===== config.mk =====
export PLATFORM = sky130hd
export DESIGN_NAME = emb_seq
export DESIGN_NICKNAME = d
export VERILOG_FILES = /design/src/rtl/emb_pkg.sv /design/src/rtl/emb_phase_gen.sv /design/src/rtl/emb_ctrl.sv /design/src/rtl/emb_pins.sv /design/src/rtl/emb_seq.sv
export SDC_FILE = /design/constraint.sdc
export NUM_CORES = 1
export LEC_CHECK = 0
export CAP_MARGIN = 20
export CORE_MARGIN = 2
export CORE_UTILIZATION = 49
export DETAILED_ROUTE_END_ITERATION = 7
export GPL_TIMING_DRIVEN = 0
export PLACE_DENSITY_LB_ADDON = 0.25
export SETUP_SLACK_MARGIN = 0.3
export SYNTH_ARGS = -nofsm -noshare
export SYNTH_HDL_FRONTEND = slang
export SYNTH_HIERARCHICAL = 1
export SYNTH_SLANG_ARGS = --single-unit

===== constraint.sdc =====
create_clock -name clk -period 4.5 [get_ports clk]
set_input_delay 0.9 -clock clk [delete_from_list [all_inputs] [get_ports clk]]
set_output_delay 0.9 -clock clk [all_outputs]
set_load 0.05 [all_outputs]

===== src/rtl/emb_pkg.sv =====
package emb_pkg;
  typedef enum logic [1:0] {
    OP_FETCH = 2'd0,
    OP_READ  = 2'd1,
    OP_WRITE = 2'd2,
    OP_READX = 2'd3
  } emb_op_e;

  typedef enum logic [1:0] {
    KIND_FETCH,
    KIND_READ,
    KIND_WRITE
  } emb_kind_e;

  function automatic emb_kind_e op_to_kind(input logic [1:0] op);
    case (op)
      2'd0:    op_to_kind = KIND_FETCH;
      2'd2:    op_to_kind = KIND_WRITE;
      default: op_to_kind = KIND_READ;
    endcase
  endfunction
endpackage


===== src/rtl/emb_phase_gen.sv =====
module emb_phase_gen #(
  parameter int PHASES = 8,
  localparam int PW = $clog2(PHASES)
) (
  input  logic          clk,
  input  logic          rst,
  output logic [PW-1:0] phase_o,
  output logic          last_o
);
  localparam logic [PW-1:0] LAST = PW'(PHASES - 1);

  always_ff @(posedge clk) begin
    if (rst || phase_o == LAST) phase_o <= '0;
    else                        phase_o <= phase_o + 1'b1;
  end

  assign last_o = (phase_o == LAST);

  a_r8_phase_range: assert property (@(posedge clk) disable iff (rst)
    phase_o <= LAST);
endmodule


===== src/rtl/emb_ctrl.sv =====
module emb_ctrl
  import emb_pkg::*;
#(
  parameter int DATA_W      = 8,
  parameter int PHASES      = 8,
  parameter int ALE_TICKS   = 3,
  parameter int ADDR_TICKS  = 4,
  parameter int MAX_STRETCH = 10,
  parameter int STW         = 4,
  localparam int PW         = $clog2(PHASES),
  localparam int SW         = $clog2(MAX_STRETCH + 1),
  localparam int ADDR_W     = 2 * DATA_W
) (
  input  logic              clk,
  input  logic              rst,
  input  logic [PW-1:0]     phase_i,
  input  logic              last_i,
  input  logic              req_i,
  input  logic [1:0]        op_i,
  input  logic [ADDR_W-1:0] addr_i,
  input  logic [DATA_W-1:0] wdata_i,
  input  logic [STW-1:0]    stretch_i,
  input  logic              ale_run_i,
  input  logic              page_split_i,
  output logic              busy_o,
  output logic              ale_dec_o,
  output logic              addr_dec_o,
  output logic              psen_dec_o,
  output logic              rd_dec_o,
  output logic              wr_dec_o,
  output logic              end_o,
  output logic              split_o,
  output logic              capture_o,
  output logic [ADDR_W-1:0] addr_o,
  output logic [DATA_W-1:0] wdata_o
);
  localparam logic [PW-1:0] ALE_END  = PW'(ALE_TICKS);
  localparam logic [PW-1:0] ADDR_END = PW'(ADDR_TICKS);

  emb_kind_e   kind_q;
  logic [SW-1:0] len_q;
  logic [SW-1:0] slot_q;
  logic          accept;
  logic [SW-1:0] len_clamped;
  logic          first_slot;
  logic          strobe_dec;

  assign len_clamped = (stretch_i > STW'(MAX_STRETCH)) ? SW'(MAX_STRETCH)
                                                       : SW'(stretch_i);
  assign accept = !busy_o && req_i && last_i;
  assign end_o  = busy_o && (slot_q == len_q) && last_i;

  always_ff @(posedge clk) begin
    if (rst) begin
      busy_o  <= 1'b0;
      slot_q  <= '0;
      len_q   <= '0;
      kind_q  <= KIND_FETCH;
      split_o <= 1'b0;
      addr_o  <= '0;
      wdata_o <= '0;
    end else if (accept) begin
      busy_o  <= 1'b1;
      slot_q  <= '0;
      kind_q  <= op_to_kind(op_i);
      len_q   <= (op_to_kind(op_i) == KIND_FETCH) ? '0 : len_clamped;
      split_o <= page_split_i;
      addr_o  <= addr_i;
      wdata_o <= wdata_i;
    end else if (end_o) begin
      busy_o <= 1'b0;
    end else if (busy_o && last_i) begin
      slot_q <= slot_q + 1'b1;
    end
  end

  assign first_slot = busy_o && (slot_q == '0);
  assign strobe_dec = busy_o && ((slot_q != '0) || (phase_i >= ADDR_END));

  always_comb begin
    if (busy_o)         ale_dec_o = first_slot && (phase_i < ALE_END);
    else if (ale_run_i) ale_dec_o = (phase_i < ALE_END);
    else                ale_dec_o = 1'b1;
  end

  assign addr_dec_o = first_slot && (phase_i < ADDR_END);
  assign psen_dec_o = strobe_dec && (kind_q == KIND_FETCH);
  assign rd_dec_o   = strobe_dec && (kind_q == KIND_READ);
  assign wr_dec_o   = strobe_dec && (kind_q == KIND_WRITE);
  assign capture_o  = end_o && (kind_q != KIND_WRITE);

  a_r6_len_clamped: assert property (@(posedge clk) disable iff (rst)
    busy_o |-> (len_q <= SW'(MAX_STRETCH)));
  a_r4_fetch_unstretched: assert property (@(posedge clk) disable iff (rst)
    (busy_o && kind_q == KIND_FETCH) |-> (slot_q == '0));
  a_r11_end_when_busy: assert property (@(posedge clk) disable iff (rst)
    end_o |=> !busy_o);
endmodule


===== src/rtl/emb_pins.sv =====
module emb_pins #(
  parameter int DATA_W = 8,
  localparam int ADDR_W = 2 * DATA_W
) (
  input  logic              clk,
  input  logic              rst,
  input  logic              busy_i,
  input  logic              ale_dec_i,
  input  logic              addr_dec_i,
  input  logic              psen_dec_i,
  input  logic              rd_dec_i,
  input  logic              wr_dec_i,
  input  logic              end_i,
  input  logic              capture_i,
  input  logic              split_i,
  input  logic [ADDR_W-1:0] addr_i,
  input  logic [DATA_W-1:0] wdata_i,
  output logic              done_o,
  output logic [DATA_W-1:0] rdata_o,
  output logic              ale_o,
  output logic              psen_n_o,
  output logic              rd_n_o,
  output logic              wr_n_o,
  output logic [DATA_W-1:0] p0_out_o,
  output logic              p0_oe_o,
  input  logic [DATA_W-1:0] p0_in_i,
  output logic [DATA_W-1:0] p2_out_o,
  output logic              p2_oe_o,
  input  logic [DATA_W-1:0] p2_in_i
);
  logic [DATA_W-1:0] lo_byte, hi_byte;
  logic              bus_drive;

  assign lo_byte   = addr_i[DATA_W-1:0];
  assign hi_byte   = addr_i[ADDR_W-1:DATA_W];
  assign bus_drive = addr_dec_i || wr_dec_i;

  always_ff @(posedge clk) begin
    if (rst) begin
      ale_o    <= 1'b1;
      psen_n_o <= 1'b1;
      rd_n_o   <= 1'b1;
      wr_n_o   <= 1'b1;
      done_o   <= 1'b0;
      rdata_o  <= '0;
      p0_out_o <= '0;
      p0_oe_o  <= 1'b0;
      p2_out_o <= '0;
      p2_oe_o  <= 1'b0;
    end else begin
      ale_o    <= ale_dec_i;
      psen_n_o <= !psen_dec_i;
      rd_n_o   <= !rd_dec_i;
      wr_n_o   <= !wr_dec_i;
      done_o   <= end_i;
      if (capture_i) rdata_o <= split_i ? p2_in_i : p0_in_i;
      if (split_i) begin
        p0_oe_o  <= busy_i;
        p0_out_o <= lo_byte;
        p2_oe_o  <= bus_drive;
        p2_out_o <= addr_dec_i ? hi_byte : wdata_i;
      end else begin
        p0_oe_o  <= bus_drive;
        p0_out_o <= addr_dec_i ? lo_byte : wdata_i;
        p2_oe_o  <= busy_i;
        p2_out_o <= hi_byte;
      end
    end
  end

  a_r1_ale_in_reset: assert property (@(posedge clk)
    rst |=> (ale_o && psen_n_o && rd_n_o && wr_n_o && !done_o));
  a_r9_one_strobe: assert property (@(posedge clk) disable iff (rst)
    $countones({!psen_n_o, !rd_n_o, !wr_n_o}) <= 1);
  a_r10_wdata_stable: assert property (@(posedge clk) disable iff (rst)
    (!wr_n_o && $past(!wr_n_o)) |-> ($stable(p0_out_o) && $stable(p2_out_o)));
  a_r3_released_on_read: assert property (@(posedge clk) disable iff (rst)
    (!rd_n_o || !psen_n_o) |-> !(p0_oe_o && p2_oe_o));
  a_r11_done_single: assert property (@(posedge clk) disable iff (rst)
    done_o |=> !done_o);
  a_r2_no_strobe_with_ale: assert property (@(posedge clk) disable iff (rst)
    !(ale_o && (!psen_n_o || !rd_n_o || !wr_n_o)));
endmodule


===== src/rtl/emb_seq.sv =====
module emb_seq #(
  parameter int DATA_W      = 8,
  parameter int PHASES      = 8,
  parameter int ALE_TICKS   = 3,
  parameter int ADDR_TICKS  = 4,
  parameter int MAX_STRETCH = 10,
  parameter int STW         = 4,
  localparam int ADDR_W     = 2 * DATA_W,
  localparam int PW         = $clog2(PHASES)
) (
  input  logic              clk,
  input  logic              rst,
  input  logic              req_i,
  input  logic [1:0]        op_i,
  input  logic [ADDR_W-1:0] addr_i,
  input  logic [DATA_W-1:0] wdata_i,
  input  logic [STW-1:0]    stretch_i,
  input  logic              ale_run_i,
  input  logic              page_split_i,
  output logic              done_o,
  output logic [DATA_W-1:0] rdata_o,
  output logic              ale_o,
  output logic              psen_n_o,
  output logic              rd_n_o,
  output logic              wr_n_o,
  output logic [DATA_W-1:0] p0_out_o,
  output logic              p0_oe_o,
  input  logic [DATA_W-1:0] p0_in_i,
  output logic [DATA_W-1:0] p2_out_o,
  output logic              p2_oe_o,
  input  logic [DATA_W-1:0] p2_in_i
);
  logic [PW-1:0]     phase;
  logic              last_phase;
  logic              busy, ale_dec, addr_dec, psen_dec, rd_dec, wr_dec;
  logic              end_acc, split, capture;
  logic [ADDR_W-1:0] addr_q;
  logic [DATA_W-1:0] wdata_q;

  emb_phase_gen #(.PHASES(PHASES)) phase_i (
    .clk(clk), .rst(rst), .phase_o(phase), .last_o(last_phase)
  );

  emb_ctrl #(
    .DATA_W(DATA_W), .PHASES(PHASES), .ALE_TICKS(ALE_TICKS),
    .ADDR_TICKS(ADDR_TICKS), .MAX_STRETCH(MAX_STRETCH), .STW(STW)
  ) ctrl_i (
    .clk(clk), .rst(rst), .phase_i(phase), .last_i(last_phase),
    .req_i(req_i), .op_i(op_i), .addr_i(addr_i), .wdata_i(wdata_i),
    .stretch_i(stretch_i), .ale_run_i(ale_run_i), .page_split_i(page_split_i),
    .busy_o(busy), .ale_dec_o(ale_dec), .addr_dec_o(addr_dec),
    .psen_dec_o(psen_dec), .rd_dec_o(rd_dec), .wr_dec_o(wr_dec),
    .end_o(end_acc), .split_o(split), .capture_o(capture),
    .addr_o(addr_q), .wdata_o(wdata_q)
  );

  emb_pins #(.DATA_W(DATA_W)) pins_i (
    .clk(clk), .rst(rst), .busy_i(busy), .ale_dec_i(ale_dec),
    .addr_dec_i(addr_dec), .psen_dec_i(psen_dec), .rd_dec_i(rd_dec),
    .wr_dec_i(wr_dec), .end_i(end_acc), .capture_i(capture), .split_i(split),
    .addr_i(addr_q), .wdata_i(wdata_q), .done_o(done_o), .rdata_o(rdata_o),
    .ale_o(ale_o), .psen_n_o(psen_n_o), .rd_n_o(rd_n_o), .wr_n_o(wr_n_o),
    .p0_out_o(p0_out_o), .p0_oe_o(p0_oe_o), .p0_in_i(p0_in_i),
    .p2_out_o(p2_out_o), .p2_oe_o(p2_oe_o), .p2_in_i(p2_in_i)
  );
endmodule


**Word-level counts from Yosys, hierarchy flattened**

Cells that the tools add are included.

- Register bits: 70
- Logic and storage cells: 75
- Output and inout port bits: 31

- Magnitude comparators: 4
- Multiplexer cells: 16
- Bitwise logic cells: 1
- Reduce and logical (&&, ||, !) cells: 28
- Add/sub/neg operators: 2
- Equality and inequality tests: 6

Operators by type and width:

| kind | number |
|---|---|
| 8-bit two-way mux | 5 |
| 1-bit logical AND | 13 |
| 4-bit two-way mux | 2 |
| 2-bit zero test | 3 |
| 1-bit two-way mux | 6 |
| 4-bit by 1-bit adder with 4-bit output (second input constant) | 1 |
| 2-bit == test (second input constant) | 2 |
| 4-bit == test | 1 |
| 4-bit greater-than comparator (second input constant) | 1 |
| 1-bit zero test | 4 |
| 4-bit zero test | 1 |
| 2-bit two-way mux | 2 |
| 2-bit one-hot mux with 2 select lines | 1 |
| 4-bit nonzero test | 1 |
| 3-bit by 1-bit adder with 3-bit output (second input constant) | 1 |
| 3-bit == test (second input constant) | 1 |
| 3-bit greater-or-equal comparator (second input constant) | 1 |
| 1-bit logical OR | 3 |
| 3-bit by 2-bit < comparator with 1-bit output (second input constant) | 1 |
| 3-bit < comparator (second input constant) | 1 |
| 2-bit by 1-bit == test with 1-bit output (second input constant) | 1 |
| 2-bit inequality test (second input constant) | 1 |
| 2-bit AND reduction | 1 |
| 2-bit nonzero test | 1 |
| other kinds (2) | 2 |

**Logic depth before layout (Yosys ltp)**

Gate-level depths: netlist of run 1.

- Depth after elaboration: 7
- Depth in mapped cells: 9
- Depth with buffers taken out: 8

**Modules after synthesis**

The synthesis of run 1 kept the hierarchy.

Modules (own cells, without submodules):

| module | sequential area each (um2) | instances | area an instance (um2) | cells an instance |
|---|---|---|---|---|
| emb_ctrl | 720.7 | 1 | 1370.1 | 126 |
| emb_pins | 620.6 | 1 | 1132.3 | 117 |
| emb_phase_gen | 60.1 | 1 | 105.1 | 8 |

**Worst setup path before layout of run 1**

No wires, ideal clock.

- Kind: flip-flop to flip-flop
- Start point: register phase_i.phase_o[0]
- End point: register pins_i.rdata_o[6]
- Data required time: 4.414 ns
- Path slack: 2.607 ns
- Arrival time: 1.807 ns
- Period minus slack after synthesis: 1.893 ns
- Cell stages (with the launch flop): 10
- Library setup time: 0.086 ns
- Path through: dfxtp_1 -> ha_1 -> ha_1 -> nand2_1 -> nor3b_1 -> a21boi_1 -> clkbuf_2 -> buf_2 -> nor2_1 -> a211oi_1

- Word-level cells in the longest chain between the ends: 3

Ends and longest elaborated chain:

| element | line | source |
|---|---|---|
| start: declaration | emb_phase_gen.sv:7 | `output logic [PW-1:0] phase_o,` |
| start signal: assignment | emb_phase_gen.sv:14 | `else phase_o <= phase_o + 1'b1;` |
| 3-bit == test | emb_phase_gen.sv:17 | `assign last_o = (phase_o == LAST);` |
| net last_phase | emb_seq.sv:34 | `logic last_phase;` |
| 1-bit logical AND | emb_ctrl.sv:51 | `assign end_o = busy_o && (slot_q == len_q) && last_i;` |
| net end_acc | emb_seq.sv:36 | `logic end_acc, split, capture;` |
| 1-bit logical AND | emb_ctrl.sv:90 | `assign capture_o = end_o && (kind_q != KIND_WRITE);` |
| net capture | emb_seq.sv:36 |  |
| end signal: assignment | emb_pins.sv:56 | `if (capture_i) rdata_o <= split_i ? p2_in_i : p0_in_i;` |
| end: declaration | emb_pins.sv:19 | `output logic [DATA_W-1:0] rdata_o,` |

The timed path passes the listed nets, and every way through them passes these cells.
A chain may end at the register's enable or synchronous reset.

**Final worst setup path of run 1**

- Start point: register pins_i.rdata_o[3]
- End point: output port rdata_o[3]

RTL lines:

| element | line | source |
|---|---|---|
| end: declaration | emb_seq.sv:21 | `output logic [DATA_W-1:0] rdata_o,` |

No word-level cell between the ends.

==> results of run 1 <==
[routing by layer]
metal,vias to the layer above,share of wire [%]
li1,1084,-
met1,1036,43
met2,63,50
met3,15,5.1
met4,0,2.5
met5,-,0
[Yosys cell counts, drive strengths merged, types with 2 or more instances]
cell,n,area (sq um)
nand2,11,41.3
or3,2,12.5
xor2,4,50.1
ha,4,50.1
buf,11,60.1
clkbuf,3,12.5
nor3b,4,30.0
inv,7,26.3
dfxtp,70,1400
o21ai,15,75.1
nor2b,3,18.8
mux2i,16,160
nor3,4,20.0
a21oi,12,60.1
a22o,27,236
o41ai,2,25.0
nand2b,7,43.8
a32o,3,30.0
nor2,24,95.1
a211oi,9,67.6
[report_power, final]
group	internal [mW]	switching [mW]
Clock	0.212	0.233
Combinational	0.0466	0.0258
Sequential	0.622	0.00247
Total	0.881	0.261
[per-stage QoR]
| step | std cells | setup slack (ps) |
|---|---|---|
| final | 418 | 2110 |
| after CTS | 418 | 2100 |
| after global routing | 418 | 1930 |
| after floorplan | 251 | 2610 |
| after detailed placement | 402 | 2020 |
| after global placement | 402 | 2030 |
[registers in the layout, summed over array words and instances, names as in the netlist, 3 cells and up]
signal,count
ctrl_i/addr_o,16
ctrl_i/wdata_o,8
pins_i/p0_out_o,8
pins_i/p2_out_o,8
pins_i/rdata_o,8
ctrl_i/len_q,4
ctrl_i/slot_q,4
phase_i/phase_o,3
[worst max-delay path by stage]
stage,depth (start not counted),start,to,slack (ps)
floorplan,9,phase_i/phase_o[0],pins_i/rdata_o[6],2610
global placement,4,rst,ctrl_i/addr_o[4],2030
detailed placement,4,rst,ctrl_i/addr_o[1],2020
CTS,1,pins_i/rdata_o[3],rdata_o[3],2100
global route,9,phase_i/phase_o[0],pins_i/rdata_o[7],1930
finish,1,pins_i/rdata_o[3],rdata_o[3],2110
[logic make-up after synthesis]
group,count (synthesis)
AOI/OAI and AO/OA,73
adders and majority gates,4
muxes,16
xor gates and xnor gates,5
DFF,70
and+or+nand+nor,62
buffers and inverters,21
[layout make-up]
cell class / count / area (sq um) / area share (%)
multi-input combinational: 160 / 1110 / 30.1
clock buffer: 10 / 138 / 3.74
clock inverter: 6 / 37.5 / 1.02
timing repair buffer: 81 / 811 / 22.0
inverter: 7 / 26.3 / 0.714
buffer: 14 / 72.6 / 1.97
sequential: 70 / 1400 / 38.1
tap: 70 / 87.6 / 2.38
==> qor.yml, run 1 <==
final_layout:
  layout_commonest_cell: "clkdlybuf4s50_1"
  nFillCells: 404
  fin_util_pct: 72.1
  nets: 398
  final_cell_mix: "clkdlybuf4s50_1, dfxtp_1, a22o_1"
  area_growth_syn_to_layout_pct: 41.2
  layout-drive-gt1-share_pct: 9.20
  finalInstanceArea_sq_mm: 0.00368
  diodes: 0
die:
  io_pins: 82
  die_w_um: 77.0
  initial_utilization_pct: 51.1
  row_count: 26
  die_y_um: 77.0
  dieArea_sq_mm: 0.00592
  core_area_sq_mm: 0.00511
sta:
  setup_viol: 0
  hold_violations: 0
  finalCritPeriodShare_pct: 53.1
  whs_ps: 463
  slew_headroom_pct: 52.6
  fmax_ghz: 0.419
  skew_ps: 6.48
  worst_pin_slew_ps: 702
  final.setup.tns_ps: 0
  min_period_ps: 2390
  finalMaxSlewViolations: 0
  grt_setup_unrepaired: "false"
setup_path:
  slowest_stage: "clkdlybuf4s50_1"
  cp-start-kind: "flip-flop"
  cp_top_family: "buffers and inverters"
  r2r_end: "pins_i/rdata_o[7]"
  path_class: "reg -> out"
  r2r_slack_ps: 2140
  cp_data_required_time_ps: 3600
  worst_setup_path_end_kind: "output port"
  worst-endpoint-arrival_ps: 1490
  reg2reg_depth: 9
  crit_buf_inv: 1
  cp_max_fo: 2
  r2r_start: "phase_i/phase_o[0]"
  max_stage_delay_ps: 810
  critical_path.cell_chain: "clkdlybuf4s50_1"
global_route:
  grt_max_degree: 14
  grt-ovfl-total: 0
  use_met1_pct: 27.7
  met2_usage_pct: 38.8
  track_usage_pct: 23.3
  antenna_found_initial: 0
  grt_pass1_wl_um: 10600
  first_global_vias: 2237
  globalRouteMet3Util_pct: 5.76
  grt.busiest_layer: "met2"
min_path:
  hold_depth: 1
  min_to: "phase_i/phase_o[0]"
  worst_hold_startpoint: "phase_i/phase_o[0]"
  hold_class: "reg -> reg"
routing:
  antenna_left: 0
  viasPerCell: 5.26
  wl_um: 6220
  drcViolationCount: 0
  vias: 2198
  initialDrtViolationCount: 167
  dr.pass1.iters: 4
  wl_per_cell_um: 14.9
power:
  power.density_mw_per_mm2: 310
  ir_drop_mv: 0.219
  p_leak_nw: 1.43
  total_power_mw: 1.14
yosys:
  synthXorXnorAreaFrac_pct: 2.26
  syn_area_sq_mm: 0.00261
  ys.flop_type: "dfxtp_1"
  synthSimpleGateAreaFrac_pct: 11.9
  synth-seq-cells: 70
  synthDistinctLibCells: 40
  seq_area_frac_synth_pct: 53.7
  synth_top_family_by_area: "compound AO/OA/AOI/OAI gates"
  ys_warn_count: 6
  syn_inst: 251
  synth.area.mux_share_pct: 6.14
  async_flop_share_pct: 0
  syn-num-nets: 306
  synth_enable_flop_cells: 0
  synth_compound_area_share_pct: 20.3
  avgSynthCellArea_sq_um: 10.4
  synth-adder-area-share_pct: 1.92
place:
  gp_congestion: 0.824
  dp_hpwl_um: 4530
  dpl_cell_area_sq_mm: 0.00351
  io_buffers: 81
clocking:
  cts_resized: 0
  worstSkewPairLatency_ps: 340
  clockBufferDepth: 2
  cts_setup_buffers: 0
  postCtsHoldBufs: 0
  cts_max_level: 3
  root_buffer: "clkbuf_8"
  clock-sinks: 70
  cts_tree: "built"
  numCtsBuffers: 9
  clkTransAtPathRegs_ps: 70
job:
  maxCapViolations: 0
status:
  outcome: "complete, no violations"
(Power assumes the default switching activity.)
==> inputs of run 2 (changes only) <==
--- a/config.mk
+++ b/config.mk
@@ -7,7 +7,7 @@
 export LEC_CHECK = 0
 export CAP_MARGIN = 20
 export CORE_MARGIN = 2
-export CORE_UTILIZATION = 49
+export CORE_UTILIZATION = 46
 export DETAILED_ROUTE_END_ITERATION = 7
 export GPL_TIMING_DRIVEN = 0
 export PLACE_DENSITY_LB_ADDON = 0.25
==> constraint.sdc (replaced) <==
create_clock -name clk -period 2.4 [get_ports clk]
set_input_delay 0.48 -clock clk [delete_from_list [all_inputs] [get_ports clk]]
set_output_delay 0.48 -clock clk [all_outputs]
set_load 0.05 [all_outputs]
==> run 2 against run 1 <==
  * Critical path depth increased by 8
  * Clock power increased by 120%
  * Global-route usage decreased by 2.2 points
  * Critical path type is now reg -> reg
  * Largest power group unchanged
  * Highest routed layer unchanged
==> qor.yml, run 2 (synthesized netlist as in run 1, its figures left out) <==
status:
  outcome: "complete, no violations"
final_layout:
  layout_commonest_cell: "clkdlybuf4s50_1"
  largest_register: "ctrl_i/addr_o"
  nets: 400  # +0.50%
  area_growth_syn_to_layout_pct: 44.5
  largest_reg_flops: 16  # unchanged
  diodes: 0  # unchanged
  layout-drive-gt1-share_pct: 11.1  # +1.9 points
  final_cell_mix: "clkdlybuf4s50_1, dfxtp_1, a22o_1"
power:
  p_leak_nw: 1.47  # +2.5%
  seqPwrFrac_pct: 51.4  # -3.3 points
  internal_power_mw: 1.79  # +100%
  p_comb_share_pct: 6.1  # -0.2 points
  total_power_mw: 2.28  # +100%
  ir_drop_mv: 0.385  # +76%
  p_clk_share_pct: 42.5  # +3.6 points
  p_sw_mw: 0.490  # +88%
  switching_share_pct: 21.5  # -1.3 points
  power.density_mw_per_mm2: 605  # +95%
die:
  die_w_um: 79.3  # +3.0%
  row_count: 27  # +3.8%
  core_area_sq_mm: 0.00551  # +7.8%
  die_y_um: 79.3  # +3.0%
  dieArea_sq_mm: 0.00629  # +6.2%
  initial_utilization_pct: 47.4  # -3.7 points
  io_pins: 82  # unchanged
min_path:
  hold_class: "reg -> reg"
  min_to: "phase_i/phase_o[0]"
  hold_depth: 1  # unchanged
  worst_hold_startpoint: "phase_i/phase_o[0]"
clocking:
  clockBufferDepth: 2  # unchanged
  worstSkewPairLatency_ps: 340  # about the same
  cts_tree: "built"
  cts_max_level: 3  # unchanged
  postCtsHoldBufs: 0  # unchanged
  root_buffer: "clkbuf_8"
  numCtsBuffers: 9  # unchanged
  clock-sinks: 70  # unchanged
  clkTransAtPathRegs_ps: 70  # about the same
global_route:
  track_usage_pct: 21.0  # -2.2 points
  first_global_vias: 2157  # -3.6%
  grt_max_degree: 14  # unchanged
  grt_pass1_wl_um: 10000  # -5.8%
  antenna_found_initial: 0  # unchanged
  grt-ovfl-total: 0  # unchanged
setup_path:
  crit_top_cell: "buf_4"
  slowest_stage: "dfxtp_1"
  cp-start-kind: "flip-flop"
  worst-endpoint-arrival_ps: 2280  # +790 ps
  reg2reg_depth: 9  # unchanged
  cp_data_required_time_ps: 2660  # -940 ps
  r2r_slack_ps: 370  # -1770 ps
  critical_path.cell_chain: "ha_1 -> ha_4 -> nand2_1 -> nor3b_2 -> a21boi_2 -> buf_4 -> buf_4 -> nor2_1 -> a211oi_1"
  path_class: "reg -> reg"
  cp_max_fo: 10  # +8
  r2r_end: "pins_i/rdata_o[7]"
  startpoint: "phase_i/phase_o[0]"
  r2r_start: "phase_i/phase_o[0]"
  worst_setup_path_end_kind: "flip-flop"
  max_stage_delay_ps: 370  # -440 ps
place:
  gp_congestion: 0.752  # -8.7%
  dp_hpwl_um: 4460  # -1.6%
  io_buffers: 81  # unchanged
  pre_cts_ws_ps: 71.3  # -1950 ps
routing:
  drcViolationCount: 0  # unchanged
  vias: 2188  # -0.45%
  wl_per_cell_um: 14.9  # +0.12%
  viasPerCell: 5.18  # -1.4%
  dr.pass1.iters: 4  # unchanged
  wl_um: 6290  # +1.1%
  antenna_left: 0  # unchanged
  initialDrtViolationCount: 134  # -20%
sta:
  finalCritPeriodShare_pct: 84.5
  slew_headroom_pct: 65.1  # +12 points
  setup_viol: 0  # unchanged
  fmax_ghz: 0.493
  final.setup.tns_ps: 0  # unchanged
  worst_pin_slew_ps: 522  # -180 ps
  finalMaxSlewViolations: 0  # unchanged
  fin_ws_ps: 373  # -1740 ps
  skew_ps: 3.75  # -2.74 ps
  hold_violations: 0  # unchanged
  min_period_ps: 2030
  grt_setup_unrepaired: "false"
job:
  maxCapViolations: 0  # unchanged
[run 2: power by group through the flow]
stage          registers, mW  logic (mW)  clock network [mW]
3_3_place_gp            1.20       0.136                   0
4_1_cts                 1.17       0.139               0.991
6_report                1.17       0.138               0.969
3_5_place_dp            1.20       0.137                   0
2_1_floorplan           1.20      0.0325                   0
5_1_grt                 1.17       0.149                1.04
[run 2: final cells by class]
type	instances	area, sq um
Fill cell	420	1740
Sequential cell	70	1400
Multi-Input combinational cell	160	1140
Timing Repair Buffer	83	826
Clock buffer	11	151
Tap cell	72	90.1
Buffer	14	77.6
Clock inverter	5	57.6
Inverter	7	26.3
[run 2: worst max-delay path: cells and delay by family, from the launching register on]
kind,cells,cell delay (ps)
AO/OA/AOI/OAI,2,420
AND/OR/NAND/NOR,3,420
adder cells (fa/ha/maj),2,390
flip-flops,1,370
buffers and inverters,2,340
[run 2: stage by stage]
stage	util (%)	hold WS [ps]	instances	area (sq um)
4_1_cts	67.8	466	421	3730
3_3_place_gp	63.7	435	404	3510
5_1_grt	68.4	479	422	3770
2_1_floorplan	-	417	251	2610
6_report	68.4	466	422	3770
3_5_place_dp	63.7	455	404	3510
[run 2: worst max path at each step]
stage | end | slack, ps | cells after the start
finish | pins_i/rdata_o[7] | 370 | 9
global route | pins_i/rdata_o[7] | 260 | 9
CTS | pins_i/rdata_o[7] | 350 | 9
detailed placement | pins_i/rdata_o[7] | 70 | 9
global placement | pins_i/rdata_o[6] | 150 | 9
floorplan | pins_i/rdata_o[6] | 510 | 9
[run 2: per-layer routing]
layer / vias to the layer above / wire length, um / global-route usage [%]
li1: 1092 / - / -
met1: 1026 / 2820 / 25.8
met2: 59 / 3030 / 34.0
met3: 11 / 332 / 5.80
met4: 0 / 104 / 10.2
met5: - / 0 / 0
[run 2: timing repair]
item,4_1_cts,5_1_grt
setup buffers,1,1
endpoints found under the setup margin,8,6
resized for setup,3,7
cloned,0,0
pin swaps,1,1
